File: config.mk
export PLATFORM = sky130hd
export DESIGN_NAME = dma_chan_engine
export DESIGN_NICKNAME = d
export VERILOG_FILES = /design/src/rtl/dma_chan_pkg.sv /design/src/rtl/dma_addr_gen.sv /design/src/rtl/dma_cfg_regs.sv /design/src/rtl/dma_xfer_fsm.sv /design/src/rtl/dma_chan_engine.sv
export SDC_FILE = /design/constraint.sdc
export NUM_CORES = 1
export LEC_CHECK = 0
export ABC_CLOCK_PERIOD_IN_PS = 5700
export BUFFER_PORTS_ARGS = -buffer_cell sky130_fd_sc_hd__buf_2
export CORE_MARGIN = 3
export CORE_UTILIZATION = 55
export DETAILED_ROUTE_END_ITERATION = 8
export PLACE_DENSITY = 0.77
export SYNTH_ARGS = -nofsm -noshare
export SYNTH_HDL_FRONTEND = slang
export SYNTH_HIERARCHICAL = 1
export SYNTH_SLANG_ARGS = --single-unit
File: constraint.sdc
create_clock -name clk -period 5.7 [get_ports clk]
set_clock_uncertainty 0.05 [all_clocks]
set_input_delay 0.285 -clock clk [delete_from_list [all_inputs] [get_ports clk]]
set_output_delay 0.285 -clock clk [all_outputs]
set_load 0.02 [all_outputs]
File: src/rtl/dma_chan_pkg.sv
package dma_chan_pkg;

    localparam int REG_OFFW = 3;
    localparam int CNT_W    = 10;
    localparam int BEAT_W   = 16;

    localparam logic [REG_OFFW-1:0] OFF_GLOBAL = 3'd0;
    localparam logic [REG_OFFW-1:0] OFF_SRCEND = 3'd1;
    localparam logic [REG_OFFW-1:0] OFF_DSTEND = 3'd2;
    localparam logic [REG_OFFW-1:0] OFF_CTRL   = 3'd3;
    localparam logic [REG_OFFW-1:0] OFF_CMD    = 3'd4;
    localparam logic [REG_OFFW-1:0] OFF_FLAGS  = 3'd5;
    localparam logic [REG_OFFW-1:0] OFF_IEN    = 3'd6;

    localparam logic [2:0] MODE_STOP  = 3'b000;
    localparam logic [2:0] MODE_BASIC = 3'b001;
    localparam logic [1:0] INC_HOLD   = 2'b11;

    typedef struct packed {
        logic [6:0]       rsvd;
        logic [1:0]       dst_inc;
        logic [1:0]       dst_size;
        logic [1:0]       src_inc;
        logic [1:0]       src_size;
        logic [CNT_W-1:0] count_m1;
        logic [3:0]       arb_pow;
        logic [2:0]       mode;
    } ctrl_word_t;

    typedef enum logic [1:0] {
        PH_IDLE  = 2'd0,
        PH_READ  = 2'd1,
        PH_WRITE = 2'd2
    } phase_e;

endpackage

File: src/rtl/dma_addr_gen.sv
module dma_addr_gen #(
    parameter int AW   = 32,
    parameter int CNTW = 10
) (
    input  logic [AW-1:0]   end_ptr,
    input  logic [1:0]      inc_code,
    input  logic [CNTW-1:0] items_left,
    output logic [AW-1:0]   item_addr
);
    import dma_chan_pkg::*;

    logic [AW-1:0] back_off;

    always_comb begin
        back_off = AW'(items_left) << inc_code;
        if (inc_code == INC_HOLD) begin
            item_addr = end_ptr;
        end else begin
            item_addr = end_ptr - back_off;
        end
    end

endmodule

File: src/rtl/dma_cfg_regs.sv
module dma_cfg_regs #(
    parameter int AW = 32
) (
    input  logic                              clk,
    input  logic                              rst_n,
    input  logic                              wr,
    input  logic [dma_chan_pkg::REG_OFFW-1:0] off,
    input  logic [31:0]                       wdata,
    output logic [31:0]                       rdata,
    input  logic                              done_evt,
    input  logic                              err_evt,
    output logic                              glob_en,
    output logic                              chan_en,
    output logic                              masked,
    output logic                              burst_only,
    output dma_chan_pkg::ctrl_word_t          ctrl,
    output logic [AW-1:0]                     src_end,
    output logic [AW-1:0]                     dst_end,
    output logic [1:0]                        flags,
    output logic                              irq
);
    import dma_chan_pkg::*;

    typedef struct packed {
        logic          glob_en;
        logic          chan_en;
        logic          masked;
        logic          burst_only;
        ctrl_word_t    ctrl;
        logic [AW-1:0] src_end;
        logic [AW-1:0] dst_end;
        logic [1:0]    flags;
        logic [1:0]    ien;
    } regs_t;

    regs_t r_d, r_q;

    always_comb begin
        r_d = r_q;
        if (wr) begin
            unique case (off)
                OFF_GLOBAL: r_d.glob_en = wdata[0];
                OFF_SRCEND: r_d.src_end = wdata[AW-1:0];
                OFF_DSTEND: r_d.dst_end = wdata[AW-1:0];
                OFF_CTRL:   r_d.ctrl    = ctrl_word_t'(wdata);
                OFF_CMD: begin
                    if (wdata[0]) r_d.chan_en    = 1'b1;
                    if (wdata[1]) r_d.masked     = 1'b0;
                    if (wdata[2]) r_d.burst_only = 1'b1;
                    if (wdata[3]) r_d.burst_only = 1'b0;
                    if (wdata[4]) r_d.masked     = 1'b1;
                    if (wdata[5]) r_d.chan_en    = 1'b0;
                end
                OFF_FLAGS:  r_d.flags = r_q.flags & ~wdata[1:0];
                OFF_IEN:    r_d.ien   = wdata[1:0];
                default:    r_d = r_q;
            endcase
        end
        if (done_evt) begin
            r_d.ctrl.mode = MODE_STOP;
            r_d.chan_en   = 1'b0;
            r_d.flags[0]  = 1'b1;
        end
        if (err_evt) begin
            r_d.chan_en  = 1'b0;
            r_d.flags[1] = 1'b1;
        end
    end

    always_ff @(posedge clk or negedge rst_n) begin
        if (!rst_n) begin
            r_q        <= '0;
            r_q.masked <= 1'b1;
        end else begin
            r_q <= r_d;
        end
    end

    always_comb begin
        unique case (off)
            OFF_GLOBAL: rdata = {31'd0, r_q.glob_en};
            OFF_SRCEND: rdata = 32'(r_q.src_end);
            OFF_DSTEND: rdata = 32'(r_q.dst_end);
            OFF_CTRL:   rdata = 32'(r_q.ctrl);
            OFF_CMD:    rdata = {29'd0, r_q.burst_only, r_q.masked, r_q.chan_en};
            OFF_FLAGS:  rdata = {30'd0, r_q.flags};
            OFF_IEN:    rdata = {30'd0, r_q.ien};
            default:    rdata = 32'd0;
        endcase
    end

    assign glob_en    = r_q.glob_en;
    assign chan_en    = r_q.chan_en;
    assign masked     = r_q.masked;
    assign burst_only = r_q.burst_only;
    assign ctrl       = r_q.ctrl;
    assign src_end    = r_q.src_end;
    assign dst_end    = r_q.dst_end;
    assign flags      = r_q.flags;
    assign irq        = |(r_q.flags & r_q.ien);

endmodule

File: src/rtl/dma_xfer_fsm.sv
module dma_xfer_fsm #(
    parameter int AW    = 32,
    parameter int DW    = 32,
    parameter int CNTW  = 10,
    parameter int BEATW = 16
) (
    input  logic            clk,
    input  logic            rst_n,
    input  logic            glob_en,
    input  logic            chan_en,
    input  logic            masked,
    input  logic            burst_only,
    input  logic [2:0]      mode,
    input  logic [3:0]      arb_pow,
    input  logic [CNTW-1:0] count_m1,
    input  logic [1:0]      src_size,
    input  logic [1:0]      dst_size,
    input  logic            sreq,
    input  logic            breq,
    input  logic [AW-1:0]   src_addr,
    input  logic [AW-1:0]   dst_addr,
    output logic [CNTW-1:0] items_left,
    output logic            bus_req,
    output logic            bus_we,
    output logic [AW-1:0]   bus_addr,
    output logic [1:0]      bus_size,
    output logic [DW-1:0]   bus_wdata,
    input  logic            bus_gnt,
    input  logic [DW-1:0]   bus_rdata,
    input  logic            bus_err,
    output logic            done_evt,
    output logic            err_evt,
    output logic            done_pulse
);
    import dma_chan_pkg::*;

    typedef struct packed {
        phase_e           ph;
        logic             armed;
        logic [CNTW-1:0]  left;
        logic [BEATW-1:0] beat;
        logic             single;
        logic [DW-1:0]    data;
        logic             done;
    } fsm_t;

    fsm_t s_d, s_q;
    logic             runnable;
    logic [BEATW-1:0] tenure_last;

    always_comb begin
        s_d         = s_q;
        s_d.done    = 1'b0;
        done_evt    = 1'b0;
        err_evt     = 1'b0;
        runnable    = glob_en && chan_en && !masked && (mode == MODE_BASIC);
        tenure_last = (BEATW'(1) << arb_pow) - BEATW'(1);
        unique case (s_q.ph)
            PH_IDLE: begin
                if (!chan_en) begin
                    s_d.armed = 1'b0;
                end else if (runnable) begin
                    if (!s_q.armed) begin
                        s_d.armed = 1'b1;
                        s_d.left  = count_m1;
                    end else if (breq) begin
                        s_d.ph     = PH_READ;
                        s_d.beat   = '0;
                        s_d.single = 1'b0;
                    end else if (sreq && !burst_only) begin
                        s_d.ph     = PH_READ;
                        s_d.beat   = '0;
                        s_d.single = 1'b1;
                    end
                end
            end
            PH_READ: begin
                if (bus_gnt) begin
                    if (bus_err) begin
                        err_evt   = 1'b1;
                        s_d.armed = 1'b0;
                        s_d.ph    = PH_IDLE;
                    end else begin
                        s_d.data = bus_rdata;
                        s_d.ph   = PH_WRITE;
                    end
                end
            end
            PH_WRITE: begin
                if (bus_gnt) begin
                    if (bus_err) begin
                        err_evt   = 1'b1;
                        s_d.armed = 1'b0;
                        s_d.ph    = PH_IDLE;
                    end else if (s_q.left == '0) begin
                        done_evt  = 1'b1;
                        s_d.done  = 1'b1;
                        s_d.armed = 1'b0;
                        s_d.ph    = PH_IDLE;
                    end else begin
                        s_d.left = s_q.left - CNTW'(1);
                        s_d.beat = s_q.beat + BEATW'(1);
                        if (s_q.single || (s_q.beat == tenure_last)) begin
                            s_d.ph = PH_IDLE;
                        end else begin
                            s_d.ph = PH_READ;
                        end
                    end
                end
            end
            default: s_d.ph = PH_IDLE;
        endcase
    end

    always_ff @(posedge clk or negedge rst_n) begin
        if (!rst_n) begin
            s_q    <= '0;
            s_q.ph <= PH_IDLE;
        end else begin
            s_q <= s_d;
        end
    end

    assign items_left = s_q.left;
    assign bus_req    = (s_q.ph != PH_IDLE);
    assign bus_we     = (s_q.ph == PH_WRITE);
    assign bus_addr   = bus_we ? dst_addr : src_addr;
    assign bus_size   = bus_we ? dst_size : src_size;
    assign bus_wdata  = s_q.data;
    assign done_pulse = s_q.done;

endmodule

File: src/rtl/dma_chan_engine.sv
module dma_chan_engine #(
    parameter int AW = 32,
    parameter int DW = 32
) (
    input  logic          clk,
    input  logic          rst_n,
    input  logic          cfg_wr,
    input  logic [2:0]    cfg_addr,
    input  logic [31:0]   cfg_wdata,
    output logic [31:0]   cfg_rdata,
    input  logic          per_sreq,
    input  logic          per_breq,
    output logic          bus_req,
    output logic          bus_we,
    output logic [AW-1:0] bus_addr,
    output logic [1:0]    bus_size,
    output logic [DW-1:0] bus_wdata,
    input  logic          bus_gnt,
    input  logic [DW-1:0] bus_rdata,
    input  logic          bus_err,
    output logic          done_pulse,
    output logic          irq
);
    import dma_chan_pkg::*;

    localparam int SIDES = 2;

    logic       glob_en_w, chan_en_w, masked_w, burst_only_w;
    logic       done_evt_w, err_evt_w;
    logic [1:0] iflags_w;
    ctrl_word_t ctrl_w;
    logic [AW-1:0]    src_end_w, dst_end_w;
    logic [CNT_W-1:0] left_w;

    logic [AW-1:0] end_sel [SIDES];
    logic [1:0]    inc_sel [SIDES];
    logic [AW-1:0] addr_sel[SIDES];

    assign end_sel[0] = src_end_w;
    assign end_sel[1] = dst_end_w;
    assign inc_sel[0] = ctrl_w.src_inc;
    assign inc_sel[1] = ctrl_w.dst_inc;

    dma_cfg_regs #(.AW(AW)) u_regs (
        .clk        (clk),
        .rst_n      (rst_n),
        .wr         (cfg_wr),
        .off        (cfg_addr),
        .wdata      (cfg_wdata),
        .rdata      (cfg_rdata),
        .done_evt   (done_evt_w),
        .err_evt    (err_evt_w),
        .glob_en    (glob_en_w),
        .chan_en    (chan_en_w),
        .masked     (masked_w),
        .burst_only (burst_only_w),
        .ctrl       (ctrl_w),
        .src_end    (src_end_w),
        .dst_end    (dst_end_w),
        .flags      (iflags_w),
        .irq        (irq)
    );

    for (genvar g = 0; g < SIDES; g++) begin : g_side
        dma_addr_gen #(.AW(AW), .CNTW(CNT_W)) u_agen (
            .end_ptr    (end_sel[g]),
            .inc_code   (inc_sel[g]),
            .items_left (left_w),
            .item_addr  (addr_sel[g])
        );
    end

    dma_xfer_fsm #(.AW(AW), .DW(DW), .CNTW(CNT_W), .BEATW(BEAT_W)) u_fsm (
        .clk        (clk),
        .rst_n      (rst_n),
        .glob_en    (glob_en_w),
        .chan_en    (chan_en_w),
        .masked     (masked_w),
        .burst_only (burst_only_w),
        .mode       (ctrl_w.mode),
        .arb_pow    (ctrl_w.arb_pow),
        .count_m1   (ctrl_w.count_m1),
        .src_size   (ctrl_w.src_size),
        .dst_size   (ctrl_w.dst_size),
        .sreq       (per_sreq),
        .breq       (per_breq),
        .src_addr   (addr_sel[0]),
        .dst_addr   (addr_sel[1]),
        .items_left (left_w),
        .bus_req    (bus_req),
        .bus_we     (bus_we),
        .bus_addr   (bus_addr),
        .bus_size   (bus_size),
        .bus_wdata  (bus_wdata),
        .bus_gnt    (bus_gnt),
        .bus_rdata  (bus_rdata),
        .bus_err    (bus_err),
        .done_evt   (done_evt_w),
        .err_evt    (err_evt_w),
        .done_pulse (done_pulse)
    );

endmodule

==> flow_metrics.py <==
metrics = {
    "status": {
        "outcome": "finished clean",
    },
    "min_path": {
        "hp-class": "in -> reg",
        "hp-start": "bus_rdata[19]",
        "whs_path_depth": 2,
        "hold-path-endpoint": "u_fsm/bus_wdata[19]$_DFFE_PN0P_",
    },
    "worst_setup_path": {
        "crit_required_ps": 5370,
        "rr_endpoint": "u_regs/ctrl[1]$_DFFE_PN0P_",
        "path_max_fanout": 20,
        "r2r_start": "u_fsm/s_q[61]$_DFFE_PN0P_",
        "worstRegToRegCells": 6,
        "regToRegSetupSlack_ps": 2530,
        "worstSetupEndpointType": "output pin",
        "cp.arrival_ps": 4240,
        "critical_path_class": "reg -> out",
        "start_kind": "flop",
    },
    "place": {
        "dpl_worst_slack_ps": 1810,
        "io_buffer_count": 175,
        "globalplace.congestion": 0.912,
        "place_hpwl_mm": 24.4,
    },
    "detailed_routing": {
        "wire_per_inst_um": 20.5,
        "drtPass1Iterations": 5,
        "drtAntennaViolNets": 0,
        "wl_mm": 34.1,
        "via_count": 10200,
        "viasPerCell": 6.12,
        "drt_iter0_markers": 867,
        "drc": 0,
    },
    "yosys": {
        "synth_nets": 1463,
        "ys_warn_count": 6,
        "synth_area_sq_mm": 0.0127,
        "syn_avg_cell_area_sq_um": 9.41,
        "synth_cells": 1352,
    },
    "grt": {
        "grt_pass1_vias": 9577,
        "grt_max_degree": 79,
        "antenna_found_initial": 0,
        "grt_pass1_wl_mm": 53.1,
        "grt-ovfl-total": 0,
        "grtUsageTotal_pct": 27.1,
    },
    "die": {
        "fp.dieW_um": 158,
        "core_area_sq_mm": 0.0227,
        "rows": 55,
        "die_y_um": 158,
        "start_util_pct": 56.0,
        "ioPinCount": 176,
        "dieArea_sq_mm": 0.0250,
    },
    "power": {
        "power_leakage_nw": 5.99,
        "design_power_total_mw": 5.08,
        "peakVddDrop_mv": 0.236,
        "p_per_area_mw_per_mm2": 378,
    },
    "cts": {
        "postCtsResizedCells": 0,
        "cts.path.max_buffers": 2,
        "htree_levels": 4,
        "path_clk_slew_ps": 90,
        "clock_latency_ps": 440,
        "cts_root_buffer": "clkbuf_16",
        "clkSinkCount": 167,
        "cts_tree": "yes",
        "cts_made_buffers": 17,
    },
    "layout": {
        "antenna_cells": 0,
        "fillCellCount": 1962,
        "final_util_pct": 59.1,
        "layout_commonest_cell": "mux2_2",
        "drive_gt1_share_pct": 32.4,
        "multiInputGateArea_sq_mm": 0.00713,
        "area.sequential_sq_mm": 0.00418,
        "syn_to_final_growth_pct": 5.50,
        "fin_nets": 1475,
        "final_cell_mix": "mux2_2, buf_2, dfrtp_1",
    },
    "timing": {
        "fin_crit_sh_pct": 80.3,
        "rsz0062_at_grt": "false",
        "finalSetupTns_ps": 0,
        "hold_slack_ps": 11.2,
        "hold_violations": 0,
        "max-slew-margin-rel_pct": 19.3,
        "setup_viol": 0,
        "maxSlewViolCount": 0,
        "worstMarginPinSlew_ps": 1200,
        "fin_ws_ps": 1120,
        "timing.fmax_mhz": 219,
        "fin_crit_ps": 4580,
    },
    "job": {
        "drv_cap": 0,
    },
}
repair_timing:
item                      4_1_cts  5_1_grt
hold endpoints to repair       45        1
hold buffers                    4        1
setup buffers                   0        0
power breakdown:
group          internal [mW]  switching, mW  total [mW]
sequential              1.36          0.344        1.71
clock                  0.613          0.622        1.24
combinational          0.923           1.22        2.14
total                   2.90           2.18        5.08
worst max-delay path: stages, from the launching register on:
cell	delay, ps
dfrtp_1	760
inv_1	220
and3_1	200
a21oi_1	150
ha_1	350
a211oi_1	280
nor2_1	100
nor3_1	780
nand4_1	300
xnor2_1	210
mux2_2	280
buf_2	160
worst max path at each step:
| stage | from | endpoint | slack, ps | cells past startpoint |
|---|---|---|---|---|
| 2_1_floorplan | u_regs/ctrl[23]$_DFFE_PN0P_ | bus_addr[31] | 2280 | 12 |
| 3_3_place_gp | u_regs/ctrl[23]$_DFFE_PN0P_ | bus_addr[31] | 1780 | 10 |
| 3_5_place_dp | u_regs/ctrl[23]$_DFFE_PN0P_ | bus_addr[31] | 1810 | 11 |
| 4_1_cts | u_regs/ctrl[24]$_DFFE_PN0P_ | bus_addr[31] | 1260 | 11 |
| 5_1_grt | u_regs/ctrl[24]$_DFFE_PN0P_ | bus_addr[31] | 850 | 11 |
| 6_report | u_regs/ctrl[24]$_DFFE_PN0P_ | bus_addr[31] | 1120 | 11 |
per-layer routing:
layer / GRT usage, % / share of wire [%]
met5: 0 / 0
met4: 6.68 / 1.9
met3: 5.44 / 8.0
met2: 41.3 / 44
met1: 39.6 / 46
per-stage QoR:
stage	std cells	cell area (sq um)
floorplan	1352	12700
global placement	1625	12700
detailed placement	1625	12700
CTS	1661	13400
global route	1662	13400
finish	1662	13400
state kept, by name, summed over array words and instances, names as in the netlist, 2 cells and up:
name / flops
u_fsm/bus_wdata: 32
u_fsm/items_left: 10
u_fsm/s_q: 20
u_regs/ctrl: 32
u_regs/dst_end: 32
u_regs/flags: 2
u_regs/r_q: 2
u_regs/src_end: 32
layout make-up:
cell class | instances | area share [%]
Timing Repair Buffer | 189 | 7.45
Clock inverter | 15 | 1.56
Tap cell | 285 | 2.66
Sequential cell | 167 | 31.1
Multi-Input combinational cell | 954 | 53.1
Inverter | 35 | 0.978
Clock buffer | 17 | 3.17
Power figures use the tool's default switching activity.
